[src/rtl/txs_pkg.sv]
package txs_pkg;
  // status word layout (behavioural: decoded by eligibility logic)
  localparam int ST_W        = 10;
  localparam int ST_ACTIVE   = 0;
  localparam int ST_CH_LSB   = 1;
  localparam int ST_CH_W     = 4;
  localparam int ST_WSL      = 5;
  localparam int ST_ACKM     = 8;
  localparam int ST_WEN_LSB  = 10;
  // empty-flag register write-enable field
  localparam int EMPTY_WEN_LSB = 16;

  typedef enum logic [1:0] {
    PG_GLOBAL = 2'd0,
    PG_WRPTR  = 2'd1,
    PG_RDPTR  = 2'd2,
    PG_STATUS = 2'd3
  } page_e;

  localparam int GL_CHEN  = 0;
  localparam int GL_EMPTY = 1;
  localparam int GL_IEN   = 2;
endpackage

[src/rtl/txs_rst_sync.sv]
module txs_rst_sync (
  input  logic clk,
  input  logic arst_n,
  output logic srst_n
);
  logic [1:0] sync_q;

  always_ff @(posedge clk or negedge arst_n) begin
    if (!arst_n) sync_q <= 2'b00;
    else         sync_q <= {sync_q[0], 1'b1};
  end

  assign srst_n = sync_q[1];
endmodule

[src/rtl/txs_queue_state.sv]
module txs_queue_state
  import txs_pkg::*;
#(
  parameter int PTR_W = 8
) (
  input  logic             clk,
  input  logic             rst_n,
  input  logic             wr_we,
  input  logic             rd_we,
  input  logic             st_we,
  input  logic [31:0]      wdata,
  input  logic             empty_we,
  input  logic             empty_val,
  input  logic             adv,
  output logic [PTR_W-1:0] wr_ptr,
  output logic [PTR_W-1:0] rd_ptr,
  output logic [ST_W-1:0]  status,
  output logic             empty
);
  logic [PTR_W-1:0] wr_q, wr_d, rd_q, rd_d;
  logic [ST_W-1:0]  st_q, st_d;
  logic             emp_q, emp_d;
  logic             ptr_chg, rd_en, st_en, emp_en;

  always_comb begin
    wr_d = wdata[PTR_W-1:0];
    if (rd_we)    rd_d = wdata[PTR_W-1:0];
    else if (adv) rd_d = rd_q + PTR_W'(1);
    else          rd_d = rd_q;
    rd_en   = rd_we | adv;
    ptr_chg = wr_we | rd_we | adv;
    for (int b = 0; b < ST_W; b++) begin
      st_d[b] = wdata[ST_WEN_LSB + b] ? wdata[b] : st_q[b];
    end
    st_en = st_we;
    if (empty_we) emp_d = empty_val;
    else          emp_d = (rd_d == (wr_we ? wr_d : wr_q));
    emp_en = empty_we | ptr_chg;
  end

  always_ff @(posedge clk or negedge rst_n) begin
    if (!rst_n) begin
      wr_q  <= '0;
      rd_q  <= '0;
      st_q  <= '0;
      emp_q <= 1'b1;
    end else begin
      if (wr_we)  wr_q  <= wr_d;
      if (rd_en)  rd_q  <= rd_d;
      if (st_en)  st_q  <= st_d;
      if (emp_en) emp_q <= emp_d;
    end
  end

  assign wr_ptr = wr_q;
  assign rd_ptr = rd_q;
  assign status = st_q;
  assign empty  = emp_q;
endmodule

[src/rtl/txs_rr_pick.sv]
module txs_rr_pick #(
  parameter int N = 16,
  localparam int IW = $clog2(N)
) (
  input  logic          clk,
  input  logic          rst_n,
  input  logic [N-1:0]  req,
  input  logic          take,
  output logic          hit,
  output logic [IW-1:0] idx
);
  logic [IW-1:0] last_q;
  logic [IW-1:0] cand;

  always_comb begin
    hit  = 1'b0;
    idx  = '0;
    cand = '0;
    for (int k = 1; k <= N; k++) begin
      cand = IW'((int'(last_q) + k) % N);
      if (!hit && req[cand]) begin
        hit = 1'b1;
        idx = cand;
      end
    end
  end

  always_ff @(posedge clk or negedge rst_n) begin
    if (!rst_n)           last_q <= IW'(N - 1);
    else if (take && hit) last_q <= idx;
  end
endmodule

[src/rtl/txs_sched.sv]
module txs_sched
  import txs_pkg::*;
#(
  parameter int NUM_Q  = 16,
  parameter int NUM_CH = 8,
  parameter int PTR_W  = 8,
  localparam int QW     = $clog2(NUM_Q),
  localparam int ADDR_W = QW + 2
) (
  input  logic                 clk,
  input  logic                 rst_n,
  input  logic                 reg_we,
  input  logic [ADDR_W-1:0]    reg_addr,
  input  logic [31:0]          reg_wdata,
  output logic [31:0]          reg_rdata,
  input  logic [NUM_CH-1:0]    ch_ready,
  output logic [NUM_CH-1:0]    ch_grant,
  output logic [NUM_CH*QW-1:0] ch_grant_q,
  output logic [NUM_Q-1:0]     irq_evt
);
  logic             srst_n;
  page_e            page;
  logic [QW-1:0]    sel;

  logic [NUM_CH-1:0] chen_q;
  logic [NUM_Q-1:0]  ien_q;
  logic [NUM_Q-1:0]  irq_q, irq_d;
  logic              chen_we, ien_we;

  logic [PTR_W-1:0]  wr_ptr [NUM_Q];
  logic [PTR_W-1:0]  rd_ptr [NUM_Q];
  logic [ST_W-1:0]   status [NUM_Q];
  logic [NUM_Q-1:0]  empty_v;
  logic [NUM_Q-1:0]  q_ok;
  logic [NUM_Q-1:0]  adv;

  logic [NUM_Q-1:0]  req    [NUM_CH];
  logic [QW-1:0]     pick   [NUM_CH];
  logic [NUM_CH-1:0] hit;

  txs_rst_sync u_rst (
    .clk    (clk),
    .arst_n (rst_n),
    .srst_n (srst_n)
  );

  assign page = page_e'(reg_addr[ADDR_W-1 -: 2]);
  assign sel  = reg_addr[QW-1:0];

  assign chen_we = reg_we && (page == PG_GLOBAL) && (sel == QW'(GL_CHEN));
  assign ien_we  = reg_we && (page == PG_GLOBAL) && (sel == QW'(GL_IEN));

  always_ff @(posedge clk or negedge srst_n) begin
    if (!srst_n) begin
      chen_q <= '0;
      ien_q  <= '0;
      irq_q  <= '0;
    end else begin
      if (chen_we) chen_q <= reg_wdata[NUM_CH-1:0];
      if (ien_we)  ien_q  <= reg_wdata[NUM_Q-1:0];
      irq_q <= irq_d;
    end
  end

  assign irq_d   = adv & ien_q;
  assign irq_evt = irq_q;

  // per-queue state and eligibility
  for (genvar q = 0; q < NUM_Q; q++) begin : g_q
    logic wr_we, rd_we, st_we, emp_we;

    assign wr_we  = reg_we && (page == PG_WRPTR)  && (sel == QW'(q));
    assign rd_we  = reg_we && (page == PG_RDPTR)  && (sel == QW'(q));
    assign st_we  = reg_we && (page == PG_STATUS) && (sel == QW'(q));
    assign emp_we = reg_we && (page == PG_GLOBAL) && (sel == QW'(GL_EMPTY))
                    && reg_wdata[EMPTY_WEN_LSB + q];

    txs_queue_state #(.PTR_W(PTR_W)) u_qs (
      .clk       (clk),
      .rst_n     (srst_n),
      .wr_we     (wr_we),
      .rd_we     (rd_we),
      .st_we     (st_we),
      .wdata     (reg_wdata),
      .empty_we  (emp_we),
      .empty_val (reg_wdata[q]),
      .adv       (adv[q]),
      .wr_ptr    (wr_ptr[q]),
      .rd_ptr    (rd_ptr[q]),
      .status    (status[q]),
      .empty     (empty_v[q])
    );

    assign q_ok[q] = status[q][ST_ACTIVE] && !empty_v[q] &&
                     (!status[q][ST_ACKM] || status[q][ST_WSL]);
  end

  // per-channel request vector and round-robin pick
  for (genvar c = 0; c < NUM_CH; c++) begin : g_ch
    always_comb begin
      for (int q = 0; q < NUM_Q; q++) begin
        req[c][q] = q_ok[q] && chen_q[c] &&
                    (status[q][ST_CH_LSB +: ST_CH_W] == ST_CH_W'(c));
      end
    end

    txs_rr_pick #(.N(NUM_Q)) u_rr (
      .clk   (clk),
      .rst_n (srst_n),
      .req   (req[c]),
      .take  (ch_ready[c]),
      .hit   (hit[c]),
      .idx   (pick[c])
    );

    assign ch_grant[c]              = ch_ready[c] && hit[c];
    assign ch_grant_q[c*QW +: QW]   = ch_grant[c] ? pick[c] : '0;
  end

  always_comb begin
    adv = '0;
    for (int c = 0; c < NUM_CH; c++) begin
      for (int q = 0; q < NUM_Q; q++) begin
        if (ch_grant[c] && (pick[c] == QW'(q))) adv[q] = 1'b1;
      end
    end
  end

  // register read-back
  always_comb begin
    reg_rdata = '0;
    unique case (page)
      PG_GLOBAL: begin
        if (sel == QW'(GL_CHEN))       reg_rdata = 32'(chen_q);
        else if (sel == QW'(GL_EMPTY)) reg_rdata = 32'(empty_v);
        else if (sel == QW'(GL_IEN))   reg_rdata = 32'(ien_q);
      end
      PG_WRPTR:  reg_rdata = 32'(wr_ptr[sel]);
      PG_RDPTR:  reg_rdata = 32'(rd_ptr[sel]);
      PG_STATUS: reg_rdata = 32'(status[sel]);
      default:   reg_rdata = '0;
    endcase
  end
endmodule

[config.mk]
export PLATFORM = sky130hd
export DESIGN_NAME = txs_sched
export DESIGN_NICKNAME = d
export VERILOG_FILES = /design/src/rtl/txs_pkg.sv /design/src/rtl/txs_rst_sync.sv /design/src/rtl/txs_queue_state.sv /design/src/rtl/txs_rr_pick.sv /design/src/rtl/txs_sched.sv
export SDC_FILE = /design/constraint.sdc
export NUM_CORES = 2
export LEC_CHECK = 0
export CORE_MARGIN = 5
export CORE_UTILIZATION = 30
export DETAILED_ROUTE_END_ITERATION = 7
export DONT_BUFFER_PORTS = 1
export PLACE_DENSITY_LB_ADDON = 0.08
export SYNTH_ARGS = -nofsm -noshare
export SYNTH_HDL_FRONTEND = slang
export SYNTH_SLANG_ARGS = --single-unit
export TNS_END_PERCENT = 50
[constraint.sdc]
create_clock -name clk -period 38.7 [get_ports clk]
set_input_delay 3.87 -clock clk [delete_from_list [all_inputs] [get_ports clk]]
set_output_delay 3.87 -clock clk [all_outputs]
set_load 0.05 [all_outputs]
==> results.py <==
metrics = {
    "floorplanning": {
        "rows": 160,
        "die_h_um": 447,
        "coreArea_um2": 190000,
        "die_area_um2": 199000,
        "die_x_um": 447,
        "pin_count": 137,
        "start_util_pct": 30.1,
    },
    "sta": {
        "finalCriticalPeriod_ps": 11390,
        "finalHoldViolCount": 0,
        "fin_crit_sh_pct": 29.4,
        "rsz0062_at_grt": "false",
        "worst_pin_slew_ps": 1340,
        "setup_viol": 0,
        "hold_slack_ps": 347,
        "slew_headroom_pct": 9.79,
        "setup_ws_ps": 27310,
        "fin_skew_ps": 33.3,
        "fmax_mhz": 87.8,
        "setup_tns_ps": 0,
        "drv_slew": 0,
    },
    "hold_path": {
        "min_path_type": "reg2reg",
    },
    "global_routing": {
        "grt_first_pass_wirelength_um": 462000,
        "antenna_found_initial": 8,
        "grt_use_met1_pct": 40.3,
        "grtUsageTotal_pct": 31.7,
        "grt_overflow_total": 0,
        "grt_use_met3_pct": 5.66,
        "top_usage_layer": "met2",
        "grtUsageMet2_pct": 50.5,
        "grt_pass1_vias": 59444,
        "grt_max_degree": 128,
    },
    "routing": {
        "routedWlPerCell_um": 34.3,
        "viasPerCell": 6.62,
        "drt_iter0_markers": 7938,
        "ant_nets": 0,
        "firstDrtPassIters": 8,
        "wl_um": 329000,
        "post-route-drc-count": 0,
        "vias": 63446,
    },
    "worst_setup_path": {
        "critPathTopFamily": "simple AND/OR/NAND/NOR gates",
        "path_buf_inv": 3,
        "path_common_cell": "inv_1",
        "start_kind": "flop",
        "path_class": "reg2out",
        "crit_path_max_incr_delay_ps": 1000,
        "cp_data_arrival_time_ps": 7520,
        "crit_fanout": 24,
        "cp-end-kind": "output port",
        "slowest_stage": "xor2_1",
        "required_ps": 34830,
        "crit_chain": "inv_1 -> ha_1 -> xor2_1 -> nor2_1 -> a32oi_1 -> a31oi_1 -> a22oi_1 -> nand3_1 -> nor3_1 -> nand4_1 -> o31ai_2 -> inv_1 -> nand2_1 -> inv_1",
    },
    "clock_network": {
        "clock-sinks": 506,
        "cts_buffers": 72,
        "cts_max_level": 3,
        "postCtsSetupBuffers": 0,
        "cts_max_path_buffers": 3,
        "clk_latency_ps": 710,
        "clockRootBuffer": "clkbuf_16",
        "ctsHoldBuffers": 0,
        "cts.repair.resized": 0,
        "path_clk_slew_ps": 70,
        "cts_tree": "yes",
    },
    "cells_and_area": {
        "nets": 7132,
        "final_cells": 9585,
        "area_delta_synth_final_pct": 8.92,
        "drive_gt1_share_pct": 13.2,
    },
    "yosys": {
        "postSynthCellCount": 7241,
        "ys_async_sr_fraction_pct": 100,
        "synth_edf_count": 0,
        "ys_ff_latch": 506,
        "ys_warn_count": 0,
        "dominantRegCellSynth": "dfrtp_1",
        "avgSynthCellArea_um2": 7.90,
        "ys_types": 127,
        "ys_seq_area_share_pct": 22.2,
        "syn_area_um2": 57200,
    },
    "placement": {
        "hpwl_um": 249000,
        "gp_congestion": 1.05,
        "io_buffers": 0,
        "dp_slack_ps": 28290,
        "dp_cells": 9448,
    },
    "status": {
        "status": "finished clean",
    },
    "power": {
        "pwr_density_cell_nw_per_um2": 103,
        "pwr-share-clk_pct": 11.3,
        "peakVddDrop_mv": 0.102,
        "p_comb_share_pct": 73.7,
        "leakage_nw": 22.6,
        "seq_power_share_pct": 15.0,
        "power.switching_w": 0.00386,
        "netSwitchingFraction_pct": 60.0,
        "internal_power_w": 0.00258,
    },
    "job": {
        "drv_cap": 0,
    },
}
-- per-layer routing --
metal | vias to the layer above | share of wire [%]
li1 | 27442 | -
met3 | 761 | 8.1
met5 | - | 0
met4 | 0 | 6.8
met2 | 3492 | 45
met1 | 31751 | 40
-- metrics by stage --
stage | power, W | cell area, um^2 | util, %
after floorplan | 0.00390 | 57300 | -
after global placement | 0.00560 | 59800 | 31.5
after detailed placement | 0.00558 | 59800 | 31.5
after CTS | 0.00633 | 62300 | 32.8
after global routing | 0.00673 | 62300 | 32.8
final | 0.00644 | 62300 | 32.8
-- cells in the final DEF, fill, tap and decap left out, types with 85 or more instances in the layout --
| cell | instances |
|---|---|
| nand2b_1 | 106 |
| nand3_1 | 266 |
| xor2_1 | 138 |
| mux2i_1 | 156 |
| dfrtp_1 | 457 |
| nor3_1 | 226 |
| o21ai_0 | 371 |
| a22oi_1 | 101 |
| nor4_1 | 201 |
| nand2_1 | 972 |
| buf_4 | 174 |
| xnor2_1 | 211 |
| mux2_2 | 186 |
| nor2_1 | 568 |
| nor2b_1 | 85 |
| mux4_2 | 178 |
| o22ai_1 | 268 |
| a21oi_1 | 314 |
| nand4_1 | 146 |
-- worst paths after layout --
check                                              startpoint  slack (ps)                                  to  depth (start not counted)
setup / recovery           g_ch[1].u_rr.last_q[1]$_DFFE_PN1P_       27310                       ch_grant_q[4]                         14
hold / removal                      u_rst.sync_q[0]$_DFF_PN0_         350           u_rst.sync_q[1]$_DFF_PN0_                          0
setup reg to reg           g_ch[3].u_rr.last_q[1]$_DFFE_PN1P_       29240       g_q[9].u_qs.empty$_DFFE_PN1P_                         22
hold reg to reg                     u_rst.sync_q[0]$_DFF_PN0_         350           u_rst.sync_q[1]$_DFF_PN0_                          0
max in group asynchronous           u_rst.sync_q[1]$_DFF_PN0_       35450  g_q[12].u_qs.rd_ptr[6]$_DFFE_PN0P_                          3
min in group asynchronous           u_rst.sync_q[1]$_DFF_PN0_         450                irq_evt[1]$_DFF_PN0_                          0
-- sequential cells by signal, indices dropped and copies added (netlist names) --
signal            cells
g_q.u_qs.status     160
g_q.u_qs.rd_ptr     128
g_q.u_qs.wr_ptr     128
g_ch.u_rr.last_q     32
g_q.u_qs.empty       16
ien_q                16
irq_evt              16
chen_q                8
u_rst.sync_q          2
-- cell usage after synthesis (all sizes together), types with 94 or more instances --
master | number | area, um^2
nor4 | 217 | 1430
buf | 192 | 973
nand2 | 976 | 3670
xor2 | 142 | 1270
nor2b | 94 | 596
nor3 | 247 | 1280
nor2 | 571 | 2150
dfrtp | 458 | 11500
mux4 | 178 | 4010
nand3 | 269 | 1360
xnor2 | 213 | 1880
o21ai | 391 | 1960
o22ai | 269 | 1690
mux2i | 156 | 1560
nand4 | 148 | 938
mux2 | 186 | 2090
a21oi | 323 | 1620
a22oi | 101 | 758
clkbuf | 301 | 1130
nand2b | 106 | 663
-- worst register-to-register path, stage by stage, from the launching register on --
cell	delay, ps
dfstp_2	850
clkinv_1	730
ha_1	700
nand3b_1	360
nor4_1	90
a2111oi_0	910
mux2i_1	280
mux2_2	390
nor4_2	430
and2_1	260
nand3_1	180
o21ai_1	540
or2_1	310
inv_1	340
nand4_1	350
o2111ai_1	490
nor3_2	850
nor2_1	160
xnor2_1	170
a21oi_1	230
xnor2_1	170
nand4_1	180
o41ai_1	400
-- cell families (layout without fill, tap and decap cells) --
| family | count (synthesis) | in the layout | synth area share [%] |
|---|---|---|---|
| and+or+nand+nor | 3152 | 3152 | 28.2 |
| AOI/OAI and AO/OA | 2044 | 2044 | 24.8 |
| buffers and inverters | 590 | 402 | 4.32 |
| muxes | 520 | 520 | 13.4 |
| DFF | 506 | 506 | 22.2 |
| xor gates and xnor gates | 355 | 355 | 5.51 |
| adders and majority gates | 72 | 72 | 1.58 |
| other | 2 | 23 | 0.0131 |
-- power by group through the flow --
stage,Combinational (W),Sequential [W],Clock [W]
finish,0.00475,0.000969,0.000726
detailed placement,0.00461,0.000970,0
CTS,0.00463,0.000962,0.000743
global route,0.00499,0.000984,0.000760
global placement,0.00463,0.000968,0
floorplan,0.00311,0.000793,0
-- area by class of cell --
cell class / instances / area [um^2]
Tap cell: 2511 / 3140
Inverter: 97 / 364
Fill cell: 20209 / 128000
Clock inverter: 31 / 405
Clock buffer: 100 / 2090
Timing Repair Buffer: 174 / 1310
Sequential cell: 506 / 12700
Multi-Input combinational cell: 6160 / 42200
Antenna cell: 6 / 15.0
No activity file was read; power rests on OpenSTA's default activity.
